==> src/rtl/icnt_pkg.sv <==
package icnt_pkg;
  parameter int unsigned CNT_W     = 32;
  parameter int unsigned LVL_W     = 4;
  parameter int unsigned DBG_LEVEL = 6;

  typedef enum logic {
    SEL_COUNT  = 1'b0,
    SEL_THRESH = 1'b1
  } wr_sel_e;
endpackage

==> src/rtl/icnt_gate.sv <==
module icnt_gate #(
  parameter int unsigned LVL_W     = 4,
  parameter int unsigned DBG_LEVEL = 6
) (
  input  logic             valid_i,
  input  logic [LVL_W-1:0] level_i,
  input  logic [LVL_W-1:0] thresh_i,
  output logic             count_o,
  output logic             dbg_ok_o
);
  localparam logic [LVL_W-1:0] DbgLvl = LVL_W'(DBG_LEVEL);

  assign count_o  = valid_i && (level_i < thresh_i);
  assign dbg_ok_o = level_i < DbgLvl;
endmodule

==> src/rtl/icnt_counter.sv <==
module icnt_counter #(
  parameter int unsigned CNT_W = 32
) (
  input  logic             clk_i,
  input  logic             rst_ni,
  input  logic             load_i,
  input  logic [CNT_W-1:0] load_val_i,
  input  logic             inc_i,
  output logic [CNT_W-1:0] cnt_o,
  output logic             at_max_o
);
  logic [CNT_W-1:0] cnt_q;

  always_ff @(posedge clk_i or negedge rst_ni) begin
    if (!rst_ni)     cnt_q <= '0;
    else if (load_i) cnt_q <= load_val_i;          // write beats increment
    else if (inc_i)  cnt_q <= cnt_q + CNT_W'(1);   // wraps at all-ones
  end

  assign cnt_o    = cnt_q;
  assign at_max_o = &cnt_q;
endmodule

==> src/rtl/icnt_trigger.sv <==
module icnt_trigger
  import icnt_pkg::*;
#(
  parameter int unsigned CW  = CNT_W,
  parameter int unsigned LW  = LVL_W,
  parameter int unsigned DBG = DBG_LEVEL
) (
  input  logic          clk_i,
  input  logic          rst_ni,
  input  logic          wr_en_i,
  input  logic          wr_sel_i,
  input  logic [CW-1:0] wr_data_i,
  input  logic          insn_valid_i,
  input  logic [LW-1:0] insn_level_i,
  output logic          req_o,
  output logic [CW-1:0] count_o
);
  logic [LW-1:0] thresh_q;
  logic          counted, dbg_ok, at_max;
  logic          cnt_load;

  always_ff @(posedge clk_i or negedge rst_ni) begin
    if (!rst_ni) thresh_q <= '0;
    else if (wr_en_i && wr_sel_i == SEL_THRESH) thresh_q <= wr_data_i[LW-1:0];
  end

  assign cnt_load = wr_en_i && (wr_sel_i == SEL_COUNT);

  icnt_gate #(.LVL_W(LW), .DBG_LEVEL(DBG)) u_gate (
    .valid_i  (insn_valid_i),
    .level_i  (insn_level_i),
    .thresh_i (thresh_q),
    .count_o  (counted),
    .dbg_ok_o (dbg_ok)
  );

  icnt_counter #(.CNT_W(CW)) u_cnt (
    .clk_i      (clk_i),
    .rst_ni     (rst_ni),
    .load_i     (cnt_load),
    .load_val_i (wr_data_i),
    .inc_i      (counted),
    .cnt_o      (count_o),
    .at_max_o   (at_max)
  );

  assign req_o = counted && at_max && dbg_ok;
endmodule

==> config.mk <==
export PLATFORM = sky130hd
export DESIGN_NAME = icnt_trigger
export DESIGN_NICKNAME = d
export VERILOG_FILES = /design/src/rtl/icnt_pkg.sv /design/src/rtl/icnt_gate.sv /design/src/rtl/icnt_counter.sv /design/src/rtl/icnt_trigger.sv
export SDC_FILE = /design/constraint.sdc
export NUM_CORES = 1
export LEC_CHECK = 0
export BUFFER_PORTS_ARGS = -buffer_cell sky130_fd_sc_hd__buf_2
export CORE_UTILIZATION = 40
export CTS_BUF_LIST = sky130_fd_sc_hd__clkbuf_8
export CTS_CLUSTER_DIAMETER = 30
export DETAILED_ROUTE_END_ITERATION = 7
export PLACE_DENSITY = 0.73
export SLEW_MARGIN = 10
export SYNTH_ARGS = -nofsm -noshare
export SYNTH_HDL_FRONTEND = slang
export SYNTH_SLANG_ARGS = --single-unit
==> constraint.sdc <==
create_clock -name clk_i -period 6.2 [get_ports clk_i]
set_input_delay 1.55 -clock clk_i [delete_from_list [all_inputs] [get_ports clk_i]]
set_output_delay 1.55 -clock clk_i [all_outputs]
set_load 0.1 [all_outputs]
Word level (Yosys, flattened, before mapping)
Cells that the tools add are included.

cells by class
  $add $sub $neg = 1
  $lt $le $gt $ge = 2
  mux-type cells = 2
  bitwise logic cells = 1
  reductions and logical operators = 7

operators by type and width
  kind                   count
  $mux 32                2
  $add 32x1->32 const B  1
  $reduce_and 32->1      1
  $logic_and 1x1->1      5
  $lt 4x3->1 const B     1
  $lt 4x4->1             1
  $reduce_bool 2->1      1
  $not 1->1              1

storage, ports and cells
  bits in registers = 36
  output and inout port bits = 33

Logic depth before layout (Yosys ltp)
Gate-level depths: netlist of run 1.

  depth in word-level cells = 4
  depth in mapped cells = 9
  depth with buffers taken out = 7

Cells and area by module
Synthesis of run 1 repeated with hierarchy kept, for this count alone.

second synthesis, totals
  cell total of the unflattened synthesis = 241
  area, all modules = 2159.6 µm²

by module, submodules not included
  module        times used  cells each  area each (µm²)  sequential area each (µm²)
  icnt_counter  1           216         1885.6           800.8
  icnt_trigger  1           11          181.4            100.1
  icnt_gate     1           14          92.6             0.0

Least setup slack after synthesis of run 1
Ideal clock, no wire load.

  path type = input -> output
  start point = input insn_level_i[2]
  end point = output req_o
  data arrival time = 5.407 ns
  data required time = 4.650 ns
  setup slack = -0.757 ns
  cell stages on the path = 7
  cells stage by stage = ha_1 -> o21ai_1 -> and3b_1 -> buf_2 -> o21ai_4 -> buf_6 -> nor4_1

between the ends
  word-level cells in the longest chain between the ends = 4
  elaborated cells between the ends (all ways) = 5
  those cells by class = 2 x order compare; 3 x reduce/logical

RTL lines
  item                   RTL line            text
  from (decl)            icnt_trigger.sv:14  input logic [LW-1:0] insn_level_i,
  $lt 4x4->1             icnt_gate.sv:13     assign count_o = valid_i && (level_i < thresh_i);
  $logic_and 1x1->1      icnt_gate.sv:13
  $logic_and 1x1->1      icnt_trigger.sv:47  assign req_o = counted && at_max && dbg_ok;
  $logic_and 1x1->1 (*)  icnt_trigger.sv:47
  to (decl)              icnt_trigger.sv:15  output logic req_o,

Mark *: on every way between the ends. The rest lies on a longest branch, timed or not.

Worst setup path in the final report of run 1
Ends and elaborated chain as after synthesis.

==> results of run 1 <==
-- power groups by stage --
| stage | logic (W) | clock network, W | registers (W) |
|---|---|---|---|
| floorplan | 0.000109 | 0 | 0.000604 |
| global placement | 0.000465 | 0 | 0.000336 |
| detailed placement | 0.000469 | 0 | 0.000337 |
| CTS | 0.000471 | 0.000296 | 0.000333 |
| global route | 0.000493 | 0.000308 | 0.000342 |
| finish | 0.000469 | 0.000291 | 0.000334 |
-- synthesized netlist by cell type (all sizes together) (2+ instances only) --
cell	instances	area, sq um
xor2	13	114
o31ai	7	52.6
dfrtp	36	901
and3	2	12.5
o211ai	7	52.6
inv	7	26.3
o21ai	22	121
nor4	3	18.8
mux2	4	45.0
clkbuf	6	22.5
a211oi	2	15.0
a31oi	8	50.1
nand3b	2	15.0
a221o	2	20.0
nand2	35	136
nand3	12	60.1
xnor2	6	52.6
o2111ai	7	61.3
nor2b	3	18.8
nor2	20	97.6
or4	9	67.6
nand4	7	58.8
ha	4	50.1
a21oi	5	25.0
nor3	3	15.0
buf	5	30.0
nor4b	2	38.8
-- per-layer routing --
layer	vias up	share of wire, %	routed length (um)	GRT usage, %
li1	1062	-	-	-
met1	1003	49	2740	28.5
met2	76	45	2510	32.1
met3	9	4.9	275	3.81
met4	0	1.6	91	7.17
met5	-	0	0	0
-- metrics by stage --
stage,utilization [%],power [W],hold slack (ps)
2_1_floorplan,-,0.000713,471
3_3_place_gp,50.8,0.000801,489
3_5_place_dp,50.8,0.000806,497
4_1_cts,53.8,0.00110,515
5_1_grt,53.8,0.00114,549
6_report,53.8,0.00109,515
-- kinds of logic (layout without fill, tap and decap cells) --
logic type	after synthesis	in the layout	share of synthesized area, %
simple gates	102	102	25.4
compound gates	63	63	19.1
flops	36	36	40.0
xor+xnor	19	19	7.38
buf+inv	18	90	3.50
mux	5	5	2.44
fa+ha+maj	4	4	2.22
-- final cells by class --
cell class / count / share of cell area (%)
sequential: 36 / 31.7
tap: 70 / 3.09
clock buffer: 5 / 2.43
multi-input combinational: 193 / 45.2
clock inverter: 3 / 3.17
inverter: 7 / 0.926
timing repair buffer: 75 / 13.4
-- path summary, 6_finish.rpt --
check | from | to | slack, ps | cells past startpoint
setup / recovery | insn_level_i[2] | req_o | 1270 | 8
hold / removal | thresh_q[1] | thresh_q[1] | 510 | 1
setup reg to reg | thresh_q[2] | u_cnt.cnt_o[20] | 4040 | 8
hold reg to reg | thresh_q[1] | thresh_q[1] | 510 | 1
max in group asynchronous | rst_ni | u_cnt.cnt_o[24] | 4330 | 1
min in group asynchronous | rst_ni | u_cnt.cnt_o[5] | 1350 | 1
-- critical path: stages --
cell,delay [ps]
buf_2,110
ha_1,280
o21ai_1,150
and3b_1,190
buf_4,220
o21ai_4,140
nor4_2,270
buf_2,460
-- registers in the layout (all words and copies together), names as in the netlist --
register and cells:
thresh_q 4, u_cnt.cnt_o 32
==> results.md, run 1 <==
* CTS sink cnt at 36
* Combinational fraction of design power at 42.9%
* Critical Path RT at 4650 ps
* Tightest Pin Transition at 989 ps
* DR pass1 iterations at 4
* Chip Width at 77.1 um
* RSZ-0062 raised after global routing: false
* Number of buffers added for setup after CTS at 0
* Count of input and output buffers at 73
* Setup-failing EPs final at 0
* Worst hold path class: reg2reg
* Num CTS Buffers at 5
* Placed cell area at 2680 sq um
* Number of flops mapped to enable cells by yosys at 0
* I/O pins at 74
* Power Density at 386 nW/um^2
* WL/cell at 14.4 um
* Synthesized flop and latch total at 36
* Syn. warnings at 0
* Fmax at 0.203 GHz
* Crit share post-route at 79.6%
* Clock latency on the worst-skew pair at 300 ps
* Fin area at 2840 sq um
* Root Driver: clkbuf_8
* Clock Power Share at 26.6%
* Crit path DAT at 3380 ps
* Sw power at 0.000525 W
* Syn-to-layout area delta at 25.9%
* Synth cell types at 43
* Global-route wire length before repair at 9670 um
* Grt total ovfl at 0
* Post-Syn Area at 2250 sq um
* Vias in the first global route at 2086
* Pint at 0.000569 W
* P_leak at 1.19 nW
* Setup TNS at 0 ps
* Routed wire length at 5620 um
* Run status: finished clean
* Initial antenna violation count at 0
* Async set-reset flop share out of synthesis at 100%
* Most common cell after layout, fill and taps aside: buf_2
* Die area at 5940 sq um
* Final WS setup at 1270 ps
* Initial Util at 42.8%
* Largest net degree at the start of global routing at 41
* DP HPWL at 4110 um
* Switching Share at 48.0%
* Final Max Slew Viols at 0
* VDD IR max at 184 uV
* Clock Tree Buf Depth at 2
* Nets at 363
* Total global-route track usage at 20.6%
* Core area at 5270 sq um
* DRT iter0 DRCs at 153
* Vias per cell at 5.53
* GPL Wtd Cong at 0.868
* Layout Skew at 6.10 ps
* Syn nets at 292
* Share of layout cells above drive strength 1 at 31.7%
* # fillers at 519
* Gate Count Post-Synth at 247
* CTS tree: built
* Final ANT Viol Nets at 0
* Via count at 2150
* Worst Setup Start Kind: input port
* CTS H-tree depth at 2
* Syn Area/Cell at 9.13 sq um
* Most frequent cells in the layout: buf_2 (73), dfrtp_1 (36), nand2_1 (33)
* Ys flop type: dfrtp_1
* Cell count after placement at 381
* Cts repair resizes at 0
* MaxCap Viol Count at 0
* Sequential cell area at 901 sq um
* Sequential power share at 30.5%
* Pre-CTS WS at 1270 ps
* Tmin final at 4930 ps
* Crit Path Category: in2out
* Area of the multi-input gates at 1280 sq um
* Non-Filler Instances at 389
* Worst slew margin at 34.1%
* Ant diodes at 0
* Seq/Total Area, Yosys at 40.0%
* Critical Path Fanout Max at 16
* Hold-fix buffers at CTS at 0
* Final hold violation count at 0
* Die Y at 77.1 um
* Worst Setup End Kind: primary output
* # DRC at 0
* Rows at 26
* Worst-path clk slew at 80 ps
Note: power is estimated with default switching activity, not from simulation.
==> inputs of run 2 (changes only) <==
Settings changed: ABC_AREA set to 1.
Clock period 6.2 ns to 4 ns, I/O delays scaled along.
==> run 2 against run 1 <==
  * Synthesized area up 26%
  * Flip-flop and latch count stayed put
  * Critical path depth is 2 lower
  * Non-clock buffer count rose by 1
  * Clock power rose by 13%
  * Routed wire length rose by 41%
  * Sequential power grew 72%
  * Worst hold slack improved by 2.6 ps
  * Critical endpoint unchanged
==> results.md, run 2 <==
* Run status: finished clean
* Worst hold path class: reg2reg
* Chip Width at 86.4 um
* Rows at 30
* Number of flops mapped to enable cells by yosys at 0
* Cell count after placement at 617
* Clock Power Share at 16.0%
* Syn. warnings at 0
* Vias in the first global route at 2879
* Cell Chain, Critical Path: buf_2, ha_1, a21oi_1, nand3_1, nor3_4, buf_12
* Layout Skew at 8.39 ps
* GPL Wtd Cong at 0.899
* Global-route wire length before repair at 13500 um
* Syn-to-layout area delta at 20.2%
* Most frequent cell after synthesis: nand2_1
* Synth area leader: dfrtp_1
* Synth area leaders: dfrtp_1 (32%), nand2_1 (19%), nor2_1 (8.2%), inv_1 (7.6%), nand3_1 (6.7%)
* Non-Filler Instances at 625
* Share of the synthesized area in the top cell type at 31.6%
* Hold Worst Slack at 517 ps
* Synth cell types at 33
* Setup TNS at 0 ps
* Critical Path RT at 3000 ps
* R2R Setup Slk at 1650 ps
* Total global-route track usage at 22.9%
* Crit path DAT at 2190 ps
* Clock Tree Buf Depth at 2
* Most common cell after layout, fill and taps aside: nand2_1
* Final hold violation count at 0
* WHS Endpoint: thresh_q[0]
* Tmin final at 3190 ps
* VDD IR max at 417 uV
* Sequential cell area at 901 sq um
* Initial Util at 41.7%
* Routed wire length at 7940 um
* Worst Setup Start Kind: input port
* Slowest cell delay on critical path at 300 ps
* Synth top cells by count: nand2_1 (148), nor2_1 (62), inv_1 (58)
* Nets at 573
* DP HPWL at 6060 um
* Hold-fix buffers at CTS at 0
* Count of input and output buffers at 73
* Sequential power share at 28.0%
* Most frequent cells in the layout: nand2_1 (148), buf_2 (72), nor2_1 (62)
* CTS tree: built
* Sw power at 0.00120 W
* Async set-reset flop share out of synthesis at 100%
* Worst R2R End: u_cnt.cnt_o[4]
* Syn Area/Cell at 6.23 sq um
* Fmax at 0.313 GHz
* Seq/Total Area, Yosys at 31.6%
* Num CTS Buffers at 5
* Grt total ovfl at 0
* Ys flop type: dfrtp_1
* Syn nets at 502
* WL/cell at 12.7 um
* Tightest Pin Transition at 836 ps
* Max reg flops at 32
* Die Y at 86.4 um
* Crit Path Category: in2out
* Root Driver: clkbuf_8
* Area of the multi-input gates at 1650 sq um
* Combinational fraction of design power at 56.0%
* Crit-path slowest cell: ha_1
* Vias per cell at 4.93
* Pint at 0.000850 W
* RSZ-0062 raised after global routing: false
* DRT iter0 DRCs at 203
* Worst Setup End Kind: primary output
* Hold path start: thresh_q[0]
* Share of layout cells above drive strength 1 at 21.6%
* Gate Count Post-Synth at 457
* Worst Reg-to-Reg Cells at 9
* CTS H-tree depth at 2
* Power Density at 599 nW/um^2
* Worst slew margin at 44.3%
* Ant diodes at 0
* DR pass1 iterations at 4
* P_leak at 1.85 nW
* Setup-failing EPs final at 0
* Die area at 7460 sq um
* Number of buffers added for setup after CTS at 0
* Largest net degree at the start of global routing at 41
* Crit share post-route at 79.8%
* Final ANT Viol Nets at 0
* Final Max Slew Viols at 0
* MaxCap Viol Count at 0
* Switching Share at 58.6%
* Core area at 6830 sq um
* Worst-path clk slew at 80 ps
* Clock latency on the worst-skew pair at 290 ps
* Hold depth at 1
* Post-Syn Area at 2850 sq um
* Initial antenna violation count at 0
* # fillers at 762
* Cts repair resizes at 0
* Synthesized flop and latch total at 36
* Reg2reg start: thresh_q[3]
* Via count at 3080
* I/O pins at 74
* Critical Path Fanout Max at 2
* CTS sink cnt at 36
* # DRC at 0
[run 2: cell count changes after synthesis, sizes merged, moves of 7 or more]
| cell | change |
|---|---|
| nand3 | +27 |
| nand2 | +121 |
| nor2 | +54 |
| a21oi | +14 |
| a31oi | -8 |
| inv | +55 |
| o31ai | -7 |
| xor2 | -9 |
| o2111ai | -7 |
| or4 | -9 |
[run 2: per-layer routing]
| metal | routed length, um | vias to the layer above | GRT usage (%) |
|---|---|---|---|
| met3 | 493 | 18 | 4.10 |
| met5 | 0 | - | 0 |
| met1 | 3610 | 1383 | 31.0 |
| li1 | - | 1573 | - |
| met4 | 142 | 0 | 5.15 |
| met2 | 3700 | 106 | 38.2 |
[run 2: area by class of cell]
type                       count  share of cell area [%]
sequential                    36                    26.3
inverter                      64                    7.05
tap                           96                    3.51
multi-input combinational    345                    48.1
timing repair buffer          76                    11.8
clock buffer                   5                    2.01
clock inverter                 3                    1.24
[run 2: cell families (layout without fill, tap and decap cells)]
group	after synthesis	count (layout)	synth area share, %
AOI/OAI and AO/OA	51	51	9.44
xor gates and xnor gates	4	4	1.23
adders and majority gates	4	4	1.76
buffers and inverters	76	148	10.9
DFF	36	36	31.6
muxes	1	1	0.395
and+or+nand+nor	285	285	44.6
[run 2: power by group through the flow]
stage | Sequential [W] | Combinational [W] | Clock, W
after floorplan | 0.00115 | 0.000351 | 0
after global placement | 0.000579 | 0.00114 | 0
after detailed placement | 0.000580 | 0.00115 | 0
after CTS | 0.000574 | 0.00115 | 0.000337
after global routing | 0.000591 | 0.00123 | 0.000356
final | 0.000575 | 0.00115 | 0.000328
[run 2: through the flow]
| stage | power, W | utilization (%) | setup WS [ps] | instance area [sq um] |
|---|---|---|---|---|
| 4_1_cts | 0.00206 | 50.1 | 798 | 3420 |
| 6_report | 0.00205 | 50.1 | 807 | 3420 |
| 5_1_grt | 0.00217 | 50.1 | 728 | 3420 |
| 3_3_place_gp | 0.00171 | 48.5 | 820 | 3310 |
| 2_1_floorplan | 0.00150 | - | 372 | 2860 |
| 3_5_place_dp | 0.00173 | 48.5 | 795 | 3310 |
[run 2: worst max-delay path: cells and delay by family]
family | cells | cell delay [ps]
and+or+nand+nor | 2 | 400
buffers and inverters | 2 | 310
AOI/OAI and AO/OA | 1 | 190
adders and majority gates | 1 | 300
[run 2: worst max path at each step]
stage	startpoint	cells past startpoint	slack, ps	end
2_1_floorplan	u_cnt.cnt_o[1]	7	370	req_o
3_5_place_dp	insn_level_i[3]	6	790	req_o
6_report	insn_level_i[3]	6	810	req_o
3_3_place_gp	insn_level_i[3]	6	820	req_o
4_1_cts	insn_level_i[3]	6	800	req_o
5_1_grt	insn_level_i[3]	6	730	req_o
==> inputs of run 3 (changes only) <==
Clock period 4 ns to 2.89 ns, I/O delays scaled along.
==> run 3 against run 2 <==
  * Clock-buffer cell count unchanged
  * Clock skew up 3.7 ps
  * Die area unchanged
  * Sequential power up 43%
  * Clock power up 38%
  * Largest power group unchanged
  * Via count up 0.65%
  * Global-route usage down 0.21 points
==> results.md, run 3 (synthesis gave the netlist of run 2 again) <==
* Chip Width at 86.4 um
* Largest net degree at the start of global routing at 37
* Initial antenna violation count at 0
* R2R Setup Slk at 970 ps
* Tightest Pin Transition at 839 ps
* Worst Setup End Kind: primary output
* Vias in the first global route at 2831
* Tmin final at 2650 ps
* Hold-fix buffers at CTS at 0
* Worst slew margin at 44.1%
* Cell count after placement at 618
* Placed cell area at 3430 sq um
* Core area at 6830 sq um
* Clock latency on the worst-skew pair at 300 ps
* Worst-path clk slew at 80 ps
* Die Y at 86.4 um
* Final Util at 51.8%
* Vias per cell at 4.95
* CTS tree: built
* Critical Path Fanout Max at 8
* Worst Setup Start Kind: flip-flop
* P_leak at 1.84 nW
* # fillers at 747
* CTS sink cnt at 36
* DR pass1 iterations at 5
* Final Max Slew Viols at 0
* Number of buffers added for setup after CTS at 0
* Share of layout cells above drive strength 1 at 27.7%
* DRT iter0 DRCs at 187
* Met1 Use GR at 29.8%
* Crit path DAT at 1930 ps
* Max reg flops at 32
* Clock Tree Buf Depth at 2
* Fmax at 0.377 GHz
* Setup-failing EPs final at 0
* DP HPWL at 6120 um
* Hold Worst Slack at 509 ps
* Ant diodes at 0
* Critical Path RT at 2170 ps
* Non-Filler Instances at 626
* Met3 Resource Use GR at 3.24%
* Most common cell after layout, fill and taps aside: nand2_1
* VDD IR max at 609 uV
* Setup TNS at 0 ps
* Die area at 7460 sq um
* Root Driver: clkbuf_8
* Final ANT Viol Nets at 0
* Crit share post-route at 91.8%
* Routed wire length at 7960 um
* GRT met2 Usage at 39.0%
* Num CTS Buffers at 5
* MaxCap Viol Count at 0
* Area of the multi-input gates at 1710 sq um
* Worst hold path class: reg2reg
* Initial Util at 41.7%
* Syn-to-layout area delta at 24.2%
* Nets at 574
* Via count at 3100
* Power Density at 818 nW/um^2
* Run status: finished clean
* GPL Wtd Cong at 0.891
* Gr busiest metal: met2
* Grt total ovfl at 0
* I/O pins at 74
* CTS H-tree depth at 2
* Count of input and output buffers at 73
* Sequential cell area at 941 sq um
* Rows at 30
* RSZ-0062 raised after global routing: false
* Crit Path Category: reg2out
* Most frequent cells in the layout: nand2_1 (147), buf_2 (72), nor2_1 (62)
* Fin area at 3540 sq um
* WL/cell at 12.7 um
* Global-route wire length before repair at 13300 um
* Final hold violation count at 0
* # DRC at 0
* Total global-route track usage at 22.7%
* Layout Skew at 12.1 ps
* Cts repair resizes at 0
==> run 3: where the power goes <==
group,internal (W),switching (W)
Clock,0.000255,0.000197
Sequential,0.000648,0.000177
Combinational,0.000314,0.00130
==> run 3: cell type report <==
cell class,count,share of cell area [%]
multi-input combinational,345,48.4
sequential,36,26.6
clock inverter,3,1.20
clock buffer,5,1.94
inverter,64,6.82
timing repair buffer,77,11.6
tap,96,3.39
==> run 3: worst paths after layout <==
check / startpoint / endpoint / depth (start not counted)
max: u_cnt.cnt_o[1] / req_o / 8
min: thresh_q[0] / thresh_q[0] / 1
max reg2reg: thresh_q[3] / u_cnt.cnt_o[14] / 12
min reg2reg: thresh_q[0] / thresh_q[0] / 1
max in group asynchronous: rst_ni / u_cnt.cnt_o[1] / 1
min in group asynchronous: rst_ni / u_cnt.cnt_o[12] / 1
==> run 3: stage by stage <==
stage	power, W	setup slack (ps)
global placement	0.00243	373
detailed placement	0.00245	333
global route	0.00305	142
finish	0.00289	236
CTS	0.00291	216
floorplan	0.00213	-20.5
==> run 3: layer usage <==
metal  wire, um  share of wire, %
met3        464               5.8
met5          0                 0
met2       3870                49
met4         97               1.2
met1       3520                44
==> run 3: critical path: stages (launching register included) <==
cell and delay, ps:
dfrtp_4 450, ha_4 150, nand2_4 60, nor2_8 190, nand3_4 120, nor2_4 170, nand2_2 80, nor3_4 210
buf_12 200
